**src/rtl/exc_sp_pkg.sv**
```systemverilog
package exc_sp_pkg;
  localparam int SP_W        = 32;
  localparam int FRAME_WORDS = 8;
  localparam int WORD_BYTES  = 4;
  localparam int SLOT_W      = $clog2(FRAME_WORDS);
  localparam int FRAME_BYTES = FRAME_WORDS * WORD_BYTES;

  typedef enum logic [1:0] {
    RET_HANDLER     = 2'b00,
    RET_THREAD_MAIN = 2'b01,
    RET_THREAD_PROC = 2'b10,
    RET_BAD         = 2'b11
  } ret_code_e;

  // lowest address of a frame pushed below sp
  function automatic logic [SP_W-1:0] frame_base(input logic [SP_W-1:0] sp);
    return sp - SP_W'(FRAME_BYTES);
  endfunction

  // address of one frame word
  function automatic logic [SP_W-1:0] slot_addr(input logic [SP_W-1:0] base,
                                                input logic [SLOT_W-1:0] slot);
    return base + SP_W'(slot) * SP_W'(WORD_BYTES);
  endfunction

  // force word alignment
  function automatic logic [SP_W-1:0] word_align(input logic [SP_W-1:0] v);
    return v & ~SP_W'(WORD_BYTES - 1);
  endfunction
endpackage

```
**src/rtl/exc_sp_bank.sv**
```systemverilog
module exc_sp_bank
  import exc_sp_pkg::*;
#(
  parameter logic [SP_W-1:0] MSP_RESET = 32'h2000_0400
) (
  input  logic            clk,
  input  logic            rst_n,
  input  logic            msp_we_i,
  input  logic            psp_we_i,
  input  logic [SP_W-1:0] wdata_i,
  input  logic            upd_en_i,
  input  logic            upd_psp_i,
  input  logic [SP_W-1:0] upd_val_i,
  output logic [SP_W-1:0] msp_o,
  output logic [SP_W-1:0] psp_o
);
  localparam int NBANK = 2;

  logic [SP_W-1:0] sp_q  [NBANK];
  logic            wr_en [NBANK];
  logic [SP_W-1:0] rst_v [NBANK];

  assign wr_en[0] = msp_we_i;
  assign wr_en[1] = psp_we_i;
  assign rst_v[0] = word_align(MSP_RESET);
  assign rst_v[1] = '0;

  for (genvar i = 0; i < NBANK; i++) begin : g_bank
    logic upd_hit;
    assign upd_hit = upd_en_i && (upd_psp_i == (i == 1));
    // frame update wins over an explicit write in the same cycle
    always_ff @(posedge clk) begin
      if (!rst_n)         sp_q[i] <= rst_v[i];
      else if (upd_hit)   sp_q[i] <= upd_val_i;
      else if (wr_en[i])  sp_q[i] <= word_align(wdata_i);
    end
  end

  assign msp_o = sp_q[0];
  assign psp_o = sp_q[1];
endmodule

```
**src/rtl/exc_sp_stacker.sv**
```systemverilog
module exc_sp_stacker
  import exc_sp_pkg::*;
(
  input  logic              clk,
  input  logic              rst_n,
  input  logic              take_i,
  input  logic              use_psp_i,
  input  logic [SP_W-1:0]   sp_i,
  output logic              busy_o,
  output logic              push_we_o,
  output logic [SP_W-1:0]   push_addr_o,
  output logic [SLOT_W-1:0] slot_o,
  output logic              upd_en_o,
  output logic              upd_psp_o,
  output logic [SP_W-1:0]   upd_val_o
);
  localparam logic [SLOT_W-1:0] LAST_SLOT = SLOT_W'(FRAME_WORDS - 1);

  logic              busy_q;
  logic [SLOT_W-1:0] cnt_q;
  logic [SP_W-1:0]   base_q;
  logic              onpsp_q;

  always_ff @(posedge clk) begin
    if (!rst_n) begin
      busy_q  <= 1'b0;
      cnt_q   <= '0;
      base_q  <= '0;
      onpsp_q <= 1'b0;
    end else if (busy_q) begin
      cnt_q <= cnt_q + 1'b1;
      if (cnt_q == LAST_SLOT) busy_q <= 1'b0;
    end else if (take_i) begin
      busy_q  <= 1'b1;
      cnt_q   <= '0;
      base_q  <= frame_base(sp_i);
      onpsp_q <= use_psp_i;
    end
  end

  assign busy_o      = busy_q;
  assign push_we_o   = busy_q;
  assign push_addr_o = slot_addr(base_q, cnt_q);
  assign slot_o      = cnt_q;
  assign upd_en_o    = busy_q && (cnt_q == LAST_SLOT);
  assign upd_psp_o   = onpsp_q;
  assign upd_val_o   = base_q;
endmodule

```
**src/rtl/exc_sp_mode.sv**
```systemverilog
module exc_sp_mode
  import exc_sp_pkg::*;
(
  input  logic       clk,
  input  logic       rst_n,
  input  logic       exc_req_i,
  input  logic       ret_req_i,
  input  logic [1:0] ret_code_i,
  input  logic       ctl_we_i,
  input  logic [1:0] ctl_wdata_i,
  input  logic       busy_i,
  output logic       handler_o,
  output logic [1:0] ctl_o,
  output logic       take_o,
  output logic       tail_o,
  output logic       ret_err_o
);
  logic       handler_q;
  logic [1:0] ctl_q;
  logic       pend_q;
  logic [1:0] pend_code_q;
  logic       err_q;

  logic       ret_in, eff_ret, code_ok, ret_do, ctl_do, priv;
  logic [1:0] eff_code;

  always_comb begin
    ret_in   = ret_req_i && handler_q;
    eff_ret  = !busy_i && (pend_q || ret_in);
    eff_code = pend_q ? pend_code_q : ret_code_i;
    code_ok  = ret_code_e'(eff_code) != RET_BAD;
    tail_o   = exc_req_i && eff_ret && code_ok;
    take_o   = exc_req_i && !busy_i && !tail_o;
    ret_do   = eff_ret && code_ok && !exc_req_i;
    priv     = handler_q || !ctl_q[0];
    ctl_do   = ctl_we_i && priv && !busy_i && !exc_req_i && !eff_ret;
  end

  always_ff @(posedge clk) begin
    if (!rst_n) begin
      handler_q   <= 1'b0;
      ctl_q       <= 2'b00;
      pend_q      <= 1'b0;
      pend_code_q <= 2'b00;
      err_q       <= 1'b0;
    end else begin
      err_q <= eff_ret && !code_ok;
      if (busy_i) begin
        if (ret_in) begin
          pend_q      <= 1'b1;
          pend_code_q <= ret_code_i;
        end
      end else begin
        pend_q <= 1'b0;
      end
      if (take_o) begin
        handler_q <= 1'b1;
      end else if (ret_do) begin
        case (ret_code_e'(eff_code))
          RET_THREAD_MAIN: begin handler_q <= 1'b0; ctl_q[1] <= 1'b0; end
          RET_THREAD_PROC: begin handler_q <= 1'b0; ctl_q[1] <= 1'b1; end
          default: ;
        endcase
      end else if (ctl_do) begin
        ctl_q <= ctl_wdata_i;
      end
    end
  end

  assign handler_o = handler_q;
  assign ctl_o     = ctl_q;
  assign ret_err_o = err_q;
endmodule

```
**src/rtl/exc_sp_ctrl.sv**
```systemverilog
module exc_sp_ctrl
  import exc_sp_pkg::*;
#(
  parameter logic [SP_W-1:0] MSP_RESET = 32'h2000_0400
) (
  input  logic              clk,
  input  logic              rst_n,
  input  logic              exc_req,
  input  logic              ret_req,
  input  logic [1:0]        ret_code,
  input  logic              ctl_we,
  input  logic [1:0]        ctl_wdata,
  input  logic              msp_we,
  input  logic              psp_we,
  input  logic [SP_W-1:0]   sp_wdata,
  output logic [SP_W-1:0]   msp_out,
  output logic [SP_W-1:0]   psp_out,
  output logic [SP_W-1:0]   sp_active,
  output logic              handler_mode,
  output logic              privileged,
  output logic              busy,
  output logic              push_we,
  output logic [SP_W-1:0]   push_addr,
  output logic [SLOT_W-1:0] push_slot,
  output logic              ret_err
);
  // named internal events
  logic            take_exc;
  logic            tail_chain;
  logic            psp_sel;
  logic            stack_done;
  logic            upd_psp;
  logic [SP_W-1:0] upd_val;
  logic [1:0]      ctl;

  exc_sp_mode u_mode (
    .clk, .rst_n,
    .exc_req_i(exc_req), .ret_req_i(ret_req), .ret_code_i(ret_code),
    .ctl_we_i(ctl_we), .ctl_wdata_i(ctl_wdata), .busy_i(busy),
    .handler_o(handler_mode), .ctl_o(ctl),
    .take_o(take_exc), .tail_o(tail_chain), .ret_err_o(ret_err)
  );

  assign psp_sel    = !handler_mode && ctl[1];
  assign privileged = handler_mode || !ctl[0];
  assign sp_active  = psp_sel ? psp_out : msp_out;

  exc_sp_stacker u_stack (
    .clk, .rst_n,
    .take_i(take_exc), .use_psp_i(psp_sel), .sp_i(sp_active),
    .busy_o(busy), .push_we_o(push_we), .push_addr_o(push_addr), .slot_o(push_slot),
    .upd_en_o(stack_done), .upd_psp_o(upd_psp), .upd_val_o(upd_val)
  );

  exc_sp_bank #(.MSP_RESET(MSP_RESET)) u_bank (
    .clk, .rst_n,
    .msp_we_i(msp_we), .psp_we_i(psp_we), .wdata_i(sp_wdata),
    .upd_en_i(stack_done), .upd_psp_i(upd_psp), .upd_val_i(upd_val),
    .msp_o(msp_out), .psp_o(psp_out)
  );
endmodule

```
**config.mk**
```make
export PLATFORM = sky130hd
export DESIGN_NAME = exc_sp_ctrl
export DESIGN_NICKNAME = d
export VERILOG_FILES = /design/src/rtl/exc_sp_pkg.sv /design/src/rtl/exc_sp_bank.sv /design/src/rtl/exc_sp_stacker.sv /design/src/rtl/exc_sp_mode.sv /design/src/rtl/exc_sp_ctrl.sv
export SDC_FILE = /design/constraint.sdc
export NUM_CORES = 1
export LEC_CHECK = 0
export BUFFER_PORTS_ARGS = -buffer_cell sky130_fd_sc_hd__clkbuf_2
export CAP_MARGIN = 15
export CORE_MARGIN = 1.5
export CORE_UTILIZATION = 53
export DETAILED_ROUTE_END_ITERATION = 12
export PLACE_DENSITY = 0.81
export SYNTH_ARGS = -nofsm -noshare
export SYNTH_HDL_FRONTEND = slang
export SYNTH_SLANG_ARGS = --single-unit
```
**constraint.sdc**
```tcl
create_clock -name clk -period 4.9 [get_ports clk]
set_clock_uncertainty 0.2 [all_clocks]
set_input_delay 1.47 -clock clk [delete_from_list [all_inputs] [get_ports clk]]
set_output_delay 1.47 -clock clk [all_outputs]
set_load 0.02 [all_outputs]
```
==> run metrics, run 1 <==
status=complete, no violations; Critical-path top delay cell=dfxtp_1; Reg power frac=47.6%; Top FF cell, synth=edfxtp_1; final hold violation count=0; Comb power frac=21.2%; LEAKAGE=roughly 3.3 nW; Worst setup SP type=register; Synth async-reset ratio=0%; grt total ovfl=0; Hold Buf Count CTS=0; Clock power frac=between 30% and 40%; worst skew pair latency=0.35 ns; TNS Setup=0 ns; clock-pin slew on the worst setup and hold paths=0.07 ns; Setup WS pre-CTS=0.920 ns; Fin Hold WS=0.309 ns; I/O pins=179; most used cell, CP=buf_4; remaining antenna violation count after routing=0; Slew headroom=39.4%; top layer in use=met4; register area share after synthesis=a little under half; yosys warns=0; Placer Congestion=0.856; fin worst setup slack=0.510 ns; routed length per placed instance=19.4 um; Die W=111 um; worst slew pin tran=0.909 ns; GRT Resource Usage Total=29.5%; Post-Syn Area=6160 sq um; CTS tree=yes; syn_area_per_cell=9.63 sq um; crit end category=output port; Rows=39; initial antenna violation count=0; CTS buffer count=9; peak supply drop=0.000169 V; final wirelength=about 18000 um; Core Footprint=11400 sq um; first-pass GRT wire length=28900 um; drt first pass iters=5; Unique masters post-synth=64; Crit Path Max Fanout=5; sw power=725 uW; max-cap viol count=0; Post-route DRC=0; Post-CTS Setup Bufs=0; Post-DP HPWL=roughly 13000 um; worst endpoint required time=3.23 ns; largest net degree at the start of global routing=48; DRT iter0 DRCs=456; fill count=923; max-slew violations=0; class of the worst hold path=reg2reg; flop-to-flop setup slack=1.17 ns; Mapped Cells=640; Final nets=849; chip height=111 um; switching share of power=between 30% and 40%; pwr dens=just over 300 nW/um^2; final period utilization=89.6%; P&R area growth vs syn=20.4%; via count=5778; Diodes inserted=0; post-synthesis net count=693; Die ar.=12300 sq um; Fmax=228 MHz; Setup CP Type=reg2out; Root Buffer=clkbuf_16; crit path time final=~4.4 ns; Setup-failing EPs final=0; Via density=6.12; crit path DAT=2.72 ns; Post-CTS Resized=0; clk buf depth=2; Post-synth EDFFs=64; share of cells above drive strength 1=28.7%; number of H-tree levels=3; clock sinks=108; RSZ-0062 raised after global routing=false; number of global-route vias before repair=5549; met1 WL=7220 um; number of I/O port buffers=176; WL met2=8890 um; CP max stage delay=0.42 ns; DR WL met3=1710 um; worst-path cell chain=ha_1 > inv_1 > fa_1 > nor2b_1 > o21ai_0 > buf_4 > nor4b_1 > buf_4 > nand2_1 > xnor2_1 > clkbuf_2; initial core utilization=between 50% and 60%; Int Power=1.59 mW; #FFs+latches synth=about 110
-- critical path: cells and delay by family (launching register included) --
kind | cells | cell delay, ns
buffers and inverters | 4 | 0.62
DFF | 1 | 0.42
and+or+nand+nor | 3 | 0.46
AOI/OAI and AO/OA | 1 | 0.09
xor gates and xnor gates | 1 | 0.16
adders and majority gates | 2 | 0.61
-- power groups by stage --
stage / registers, mW / clock network, mW / logic [mW]
after global placement: 1.12 / 0 / 0.475
after CTS: 1.10 / 0.721 / 0.489
after detailed placement: 1.12 / 0 / 0.485
after global routing: 1.11 / 0.760 / 0.527
final: 1.10 / 0.721 / 0.491
after floorplan: 1.15 / 0 / 0.284
-- area by class of cell --
| class | instances | area, sq um | share of cell area [%] |
|---|---|---|---|
| clock buffer | 11 | 233 | 3.14 |
| clock inverter | 5 | 52.6 | 0.708 |
| inverter | 22 | 82.6 | 1.11 |
| multi-input combinational | 465 | 3080 | 41.4 |
| sequential | 108 | 2800 | 37.8 |
| tap | 143 | 179 | 2.41 |
| timing repair buffer | 190 | 998 | 13.5 |
-- metal layers --
metal / GRT usage (%) / vias to the layer above
li1: - / 2651
met1: 38.4 / 2724
met2: 49.1 / 362
met3: 5.30 / 41
met4: 11.3 / 0
met5: 0 / -
-- registers in the layout (all words and copies together) (netlist names) --
signal	flops
u_stack.upd_val_o	32
u_mode.handler_o	1
u_stack.upd_psp_o	1
u_stack.busy_o	1
u_bank.sp_q	64
u_mode.ctl_o	2
u_mode.ret_err_o	1
u_mode.pend_q	1
u_mode.pend_code_q	2
u_stack.slot_o	3
-- worst paths after layout --
check,depth (start not counted),to,start
worst max-delay path,11,push_addr[28],u_stack.upd_val_o[2]
worst min-delay path,2,u_mode.ctl_o[0],u_mode.ctl_o[0]
worst max register to register,8,u_stack.upd_val_o[27],u_mode.handler_o
worst min register to register,2,u_mode.ctl_o[0],u_mode.ctl_o[0]
-- cell usage after synthesis, types with 14 or more instances --
| library cell | count | share of area, % |
|---|---|---|
| a21oi_1 | 19 | 1.5 |
| a22o_1 | 58 | 8.2 |
| clkbuf_1 | 30 | 1.8 |
| dfxtp_1 | 44 | 14 |
| edfxtp_1 | 64 | 31 |
| inv_1 | 22 | 1.3 |
| mux2i_1 | 20 | 3.2 |
| nand2_1 | 95 | 5.8 |
| nand3_1 | 32 | 2.6 |
| nor2_1 | 56 | 3.4 |
| nor3_1 | 14 | 1.1 |
| or3_1 | 16 | 1.6 |
| xnor2_1 | 27 | 3.8 |
-- logic make-up (layout without fill, tap and decap cells) --
family	after synthesis	in the layout	synth area share, %
muxes	28	28	5.05
buffers and inverters	67	228	4.81
adders and majority gates	10	10	2.15
xor gates and xnor gates	34	34	4.83
AOI/OAI and AO/OA	131	131	17.2
DFF	108	108	45.5
and+or+nand+nor	262	262	20.5
-- cells in the final DEF, fill, tap and decap left out, types with 8 or more instances in the layout --
master | synthesis | routed
clkbuf_2 | 0 | 176
a22o_1 | 58 | 58
inv_1 | 22 | 22
a21oi_1 | 19 | 19
buf_4 | 3 | 13
o21ai_0 | 10 | 10
dfxtp_1 | 44 | 44
nor2_1 | 56 | 53
mux2i_1 | 20 | 20
xnor2_1 | 27 | 27
and3_1 | 10 | 10
nor3_1 | 14 | 14
o2111ai_1 | 8 | 8
nand2_1 | 95 | 95
ha_1 | 9 | 9
or3_1 | 16 | 16
nand3_1 | 32 | 32
edfxtp_1 | 64 | 64
clkbuf_16 | 0 | 9
-- per-stage QoR --
stage / std cells / util [%] / instance area [sq um] / power, mW
after floorplan: 640 / - / 6160 / 1.43
after global placement: 928 / 62.8 / 7140 / 1.59
after detailed placement: 928 / 62.8 / 7140 / 1.61
after CTS: 944 / 65.3 / 7420 / 2.31
after global routing: 944 / 65.3 / 7420 / 2.40
final: 944 / 65.3 / 7420 / 2.32
(Power assumes the default switching activity.)
==> run 2: changes to the inputs <==
--- a/config.mk
+++ b/config.mk
@@ -5,12 +5,12 @@
 export SDC_FILE = /design/constraint.sdc
 export NUM_CORES = 1
 export LEC_CHECK = 0
-export BUFFER_PORTS_ARGS = -buffer_cell sky130_fd_sc_hd__clkbuf_2
 export CAP_MARGIN = 15
 export CORE_MARGIN = 1.5
-export CORE_UTILIZATION = 53
+export CORE_UTILIZATION = 63
 export DETAILED_ROUTE_END_ITERATION = 12
-export PLACE_DENSITY = 0.81
+export DONT_BUFFER_PORTS = 1
+export PLACE_DENSITY = 0.79
 export SYNTH_ARGS = -nofsm -noshare
 export SYNTH_HDL_FRONTEND = slang
 export SYNTH_SLANG_ARGS = --single-unit
==> run 2 against run 1 <==
Compared with the run above: setup slack worse by 0.22 ns; critical endpoint is now push_addr[20]; sequential power is 5% higher; combinational power is 33% lower; final cell count is 20% lower; largest cell class unchanged.
==> run metrics, run 2 (synthesis gave the netlist of run 1 again) <==
status=complete, no violations (unchanged); first-pass GRT wire length=25800 um (was 28900 um); Die W=102 um (was 111 um); worst slew pin tran=1.20 ns (was 0.909 ns); crit path DAT=2.94 ns (was 2.72 ns); Cell Count, Final, Fillers Out=752 (was 944); GRT Resource Usage Total=32.5% (was 29.5%); Setup CP Type=reg2out (unchanged); CTS buffer count=9 (unchanged); Post-CTS Resized=0 (unchanged); number of I/O port buffers=0 (was 176); I/O pins=179 (unchanged); Pwr Total=2.05 mW (was 2.32 mW); Via density=6.71 (was 6.12); fill count=748 (was 923); RSZ-0062 raised after global routing=false (unchanged); crit end category=output port (unchanged); number of global-route vias before repair=4940 (was 5549); grt total ovfl=0 (unchanged); clock-pin slew on the worst setup and hold paths=0.10 ns (was 0.07 ns); worst endpoint required time=3.23 ns (about the same); largest net degree at the start of global routing=45 (was 48); CTS tree=yes (unchanged); LEAKAGE=2.54 nW (was 3.35 nW); via count=5045 (was 5778); Rows=35 (was 39); Final nets=671 (was 849); initial antenna violation count=0 (unchanged); initial core utilization=65.8% (was 54.2%); Hold Buf Count CTS=0 (unchanged); Inst Count DP=736 (was 928); flop-to-flop setup slack=1.13 ns (was 1.17 ns); peak supply drop=0.000182 V (was 0.000169 V); placed instance area=6210 sq um (was 7140 sq um); Diodes inserted=0 (unchanged); Fin Hold WS=0.322 ns (was 0.309 ns); final wirelength=16800 um (was 18300 um); number of H-tree levels=3 (unchanged); final hold violation count=0 (unchanged); max reg flops=64 (unchanged); Setup WS pre-CTS=0.677 ns (was 0.920 ns); class of the worst hold path=reg2reg (unchanged); commonest non-fill, non-tap cell in the layout=nand2_1 (was clkbuf_2); Fmax=217 MHz (was 228 MHz); Setup-failing EPs final=0 (unchanged); remaining antenna violation count after routing=0 (unchanged); Worst setup SP type=register (unchanged); Design Area, Final=6420 sq um (was 7420 sq um); Placer Congestion=0.838 (was 0.856); crit path time final=4.61 ns (was 4.39 ns); chip height=102 um (was 111 um); final core utilization=68.5% (was 65.3%); Root Buffer=clkbuf_8 (was clkbuf_16); FF/Latch Area=2800 sq um (unchanged); Post-DP HPWL=11600 um (was 12700 um); clock sinks=108 (unchanged); final period utilization=94.0% (was 89.6%); share of cells above drive strength 1=8.51% (was 28.7%); Largest Register=u_bank.sp_q (unchanged); TNS Setup=0 ns (unchanged); Post-CTS Setup Bufs=0 (unchanged); Die ar.=10400 sq um (was 12300 sq um); worst skew pair latency=0.37 ns (was 0.35 ns); DRT iter0 DRCs=373 (was 456); max-cap viol count=0 (unchanged); drt first pass iters=5 (unchanged); routed length per placed instance=22.3 um (was 19.4 um); Core Footprint=9370 sq um (was 11400 sq um); Post-route DRC=0 (unchanged); clk buf depth=2 (unchanged); P&R area growth vs syn=4.14% (was 20.4%); Slew headroom=19.7% (was 39.4%); Multi-input gate area=3080 sq um (unchanged); max-slew violations=0 (unchanged); Crit Path Max Fanout=5 (unchanged); most frequent cells in the layout=nand2_1, edfxtp_1, a22o_1 (was clkbuf_2, nand2_1, edfxtp_1); fin worst setup slack=0.294 ns (was 0.510 ns); pwr dens=320 nW/um^2 (was 312 nW/um^2)
[run 2: cell count changes in the layout (fill, tap and decap cells not counted), sizes merged]
cell      previous run  this run
bufinv               1         0
buf                 14        12
clkbuf             187        13
inv                 22        23
clkinvlp             1         0
clkinv               3         2
[run 2: cell type report]
type                            count  share of cell area (%)
Clock inverter                      3                   0.409
Multi-Input combinational cell    465                    47.9
Timing Repair Buffer               12                    1.40
Tap cell                          129                    2.51
Sequential cell                   108                    43.7
Clock buffer                       13                    2.81
Inverter                           22                    1.29
[run 2: worst paths after layout]
check                         from  depth (start not counted)                     to
max              u_stack.slot_o[0]                          8          push_addr[20]
max reg2reg       u_mode.handler_o                          8  u_stack.upd_val_o[27]
min          u_mode.pend_code_q[0]                          2  u_mode.pend_code_q[0]
min reg2reg  u_mode.pend_code_q[0]                          2  u_mode.pend_code_q[0]
[run 2: worst max-delay path, cell delays in order (launching register included)]
cell     delay, ns
dfxtp_1       0.52
ha_1          0.24
inv_1         0.06
fa_1          0.40
nor2b_1       0.15
o21ai_0       0.25
nor2_1        0.35
nand2_1       0.13
xnor2_1       0.46
[run 2: layer usage]
metal | share of wire [%] | vias to the layer above | GRT usage, %
li1 | - | 2292 | -
met3 | 10 | 25 | 8.62
met2 | 48 | 289 | 54.7
met5 | 0 | - | 0
met1 | 39 | 2439 | 41.3
met4 | 1.9 | 0 | 9.91
[run 2: where the power goes]
part	switching, mW	internal [mW]
Clock	0.313	0.249
Sequential	0.135	1.03
Combinational	0.224	0.105
Total	0.672	1.38
==> run 3: changes to the inputs <==
--- a/config.mk
+++ b/config.mk
@@ -6,11 +6,13 @@
 export NUM_CORES = 1
 export LEC_CHECK = 0
 export CAP_MARGIN = 15
+export CELL_PAD_IN_SITES_DETAIL_PLACEMENT = 1
+export CELL_PAD_IN_SITES_GLOBAL_PLACEMENT = 2
 export CORE_MARGIN = 1.5
-export CORE_UTILIZATION = 63
+export CORE_UTILIZATION = 38
 export DETAILED_ROUTE_END_ITERATION = 12
 export DONT_BUFFER_PORTS = 1
-export PLACE_DENSITY = 0.79
+export PLACE_DENSITY_LB_ADDON = 0.1
 export SYNTH_ARGS = -nofsm -noshare
 export SYNTH_HDL_FRONTEND = slang
 export SYNTH_SLANG_ARGS = --single-unit
==> run 3 against run 2 <==
Compared with the run above: maximum frequency rose by 1.2%; count of clock-buffer cells in the layout decreased by 3; first-iteration DRC count fell by 44%; critical path type unchanged.
==> run metrics, run 3 (synthesis gave the netlist of run 1 again) <==
Int Power=1.58 mW (was 1.38 mW); max-cap viol count=0 (unchanged); worst slew pin tran=1.01 ns (was 1.20 ns); Reg power frac=50.5% (was 56.7%); GRT Resource Usage Total=23.9% (was 32.5%); P&R area growth vs syn=7.96% (was 4.14%); CTS tree=yes (unchanged); RSZ-0062 raised after global routing=false (unchanged); Diodes inserted=0 (unchanged); most frequent cells in the layout=nand2_1, edfxtp_1, a22o_1 (unchanged); CP max stage delay=0.51 ns (was 0.52 ns); Setup-failing EPs final=0 (unchanged); Fmax=220 MHz (was 217 MHz); CTS buffer count=9 (unchanged); Fin Hold WS=0.320 ns (was 0.322 ns); DR WL met3=1660 um (was 1740 um); final period utilization=92.9% (was 94.0%); chip height=130 um (was 102 um); remaining antenna violation count after routing=0 (unchanged); WL met2=9890 um (was 8140 um); top layer in use=met4 (unchanged); clk buf depth=2 (unchanged); drt first pass iters=4 (was 5); Setup CP Type=reg2out (unchanged); TNS Setup=0 ns (unchanged); Worst path top cell family by delay=adder cells (unchanged); Critical Path End=push_addr[14] (was push_addr[20]); via count=4952 (was 5045); met1 WL=8590 um (was 6590 um); Die W=130 um (was 102 um); r2r endpoint=u_stack.upd_val_o[27] (unchanged); critical path startpoint=u_stack.slot_o[0] (unchanged); Worst Path Buf+Inv=1 (unchanged); Final nets=673 (was 671); flop-to-flop setup slack=1.07 ns (was 1.13 ns); critical path depth=8 (unchanged); final hold violation count=0 (unchanged); LEAKAGE=2.59 nW (was 2.54 nW); Worst setup SP type=register (unchanged); crit path time final=4.55 ns (was 4.61 ns); Crit Path Max Fanout=5 (unchanged); placed instance area=6340 sq um (was 6210 sq um); Via density=5.89 (was 6.71); Design Area, Final=6650 sq um (was 6420 sq um); max reg flops=64 (unchanged); Comb power frac=14.8% (was 16.0%); commonest non-fill, non-tap cell in the layout=nand2_1 (unchanged); max-slew violations=0 (unchanged); worst endpoint required time=3.23 ns (about the same); crit end category=output port (unchanged); number of H-tree levels=3 (unchanged); R2R cell count=10 (was 8); Post-DP HPWL=14500 um (was 11600 um); number of I/O port buffers=0 (unchanged); Post-CTS Resized=0 (unchanged); Largest Register=u_bank.sp_q (unchanged); crit path DAT=2.88 ns (was 2.94 ns); Core Footprint=15900 sq um (was 9370 sq um); Placer Congestion=0.790 (was 0.838); Setup WS pre-CTS=0.579 ns (was 0.677 ns); final core utilization=41.9% (was 68.5%); first-pass GRT wire length=30200 um (was 25800 um); number of global-route vias before repair=5266 (was 4940); initial core utilization=38.8% (was 65.8%); largest net degree at the start of global routing=40 (was 45); Critical R2R Launch=u_mode.handler_o (unchanged); peak supply drop=0.000156 V (was 0.000182 V); hold_sp=u_mode.pend_code_q[0] (unchanged); Hold Buf Count CTS=0 (unchanged); routed length per placed instance=24.2 um (was 22.3 um); sw power=724 uW (was 672 uW); grt total ovfl=0 (unchanged); pwr dens=347 nW/um^2 (was 320 nW/um^2); Clock power frac=34.6% (was 27.3%); worst skew pair latency=0.36 ns (was 0.37 ns); initial antenna violation count=0 (unchanged); status=complete, no violations (unchanged); class of the worst hold path=reg2reg (unchanged); switching share of power=31.4% (was 32.7%); clock sinks=108 (unchanged); Slew headroom=32.8% (was 19.7%); fin worst setup slack=0.348 ns (was 0.294 ns); I/O pins=179 (unchanged); Rows=46 (was 35); fill count=1822 (was 748); Die ar.=17000 sq um (was 10400 sq um); clock-pin slew on the worst setup and hold paths=0.07 ns (was 0.10 ns); Post-route DRC=0 (unchanged); final wirelength=20400 um (was 16800 um); worst-path cell chain=ha_1 > inv_1 > fa_1 > nor2b_1 > o21ai_1 > nor2_1 > nand3_1 > xnor2_1 (was ha_1 > inv_1 > fa_1 > nor2b_1 > o21ai_0 > nor2_1 > nand2_1 > xnor2_1); Post-CTS Setup Bufs=0 (unchanged); share of cells above drive strength 1=8.80% (was 8.51%); Critical-path top delay cell=dfxtp_1 (unchanged); DRT iter0 DRCs=209 (was 373); Root Buffer=clkbuf_16 (was clkbuf_8)
## run 3: cell count changes in the layout (fill, tap and decap cells not counted), moves of 2 or more
cell	delta
buf_4	+2
clkbuf_16	+8
clkbuf_8	-11
clkinvlp_4	+2
bufinv_16	+2
## run 3: worst min-delay path by stage
| stage | cells past startpoint | to |
|---|---|---|
| 2_1_floorplan | 2 | u_mode.pend_code_q[0] |
| 3_3_place_gp | 2 | u_mode.pend_code_q[1] |
| 3_5_place_dp | 2 | u_mode.pend_code_q[0] |
| 4_1_cts | 2 | u_mode.pend_code_q[0] |
| 5_1_grt | 2 | u_stack.upd_val_o[19] |
| 6_report | 2 | u_mode.pend_code_q[0] |
## run 3: power groups by stage
stage	Clock (mW)	Combinational [mW]	Sequential (mW)
floorplan	0	0.284	1.15
finish	0.799	0.342	1.17
global route	0.846	0.373	1.18
global placement	0	0.335	1.18
CTS	0.808	0.346	1.17
detailed placement	0	0.344	1.19
## run 3: routing by layer
layer	up-vias	GRT usage, %
li1	2296	-
met1	2488	29.3
met2	148	40.8
met3	20	7.42
met4	0	6.46
met5	-	0
## run 3: tightest hold or removal path, stage by stage (launching register included)
cell and delay [ns]:
dfxtp_1 0.33, mux2i_1 0.08, nor2_1 0.08
## run 3: metrics by stage
step,total power [mW],instances
after floorplan,1.43,640
after global placement,1.52,825
after detailed placement,1.53,825
after CTS,2.32,841
after global routing,2.39,841
final,2.31,841
## run 3: final cells by class
type	instances	area (sq um)	share of cell area (%)
clock buffers	10	229	3.44
clock inverters	6	88.8	1.34
inverters	22	82.6	1.24
multi-input cells	465	3080	46.2
flip-flops and latches	108	2800	42.1
well taps	216	270	4.06
repair buffers	14	105	1.58
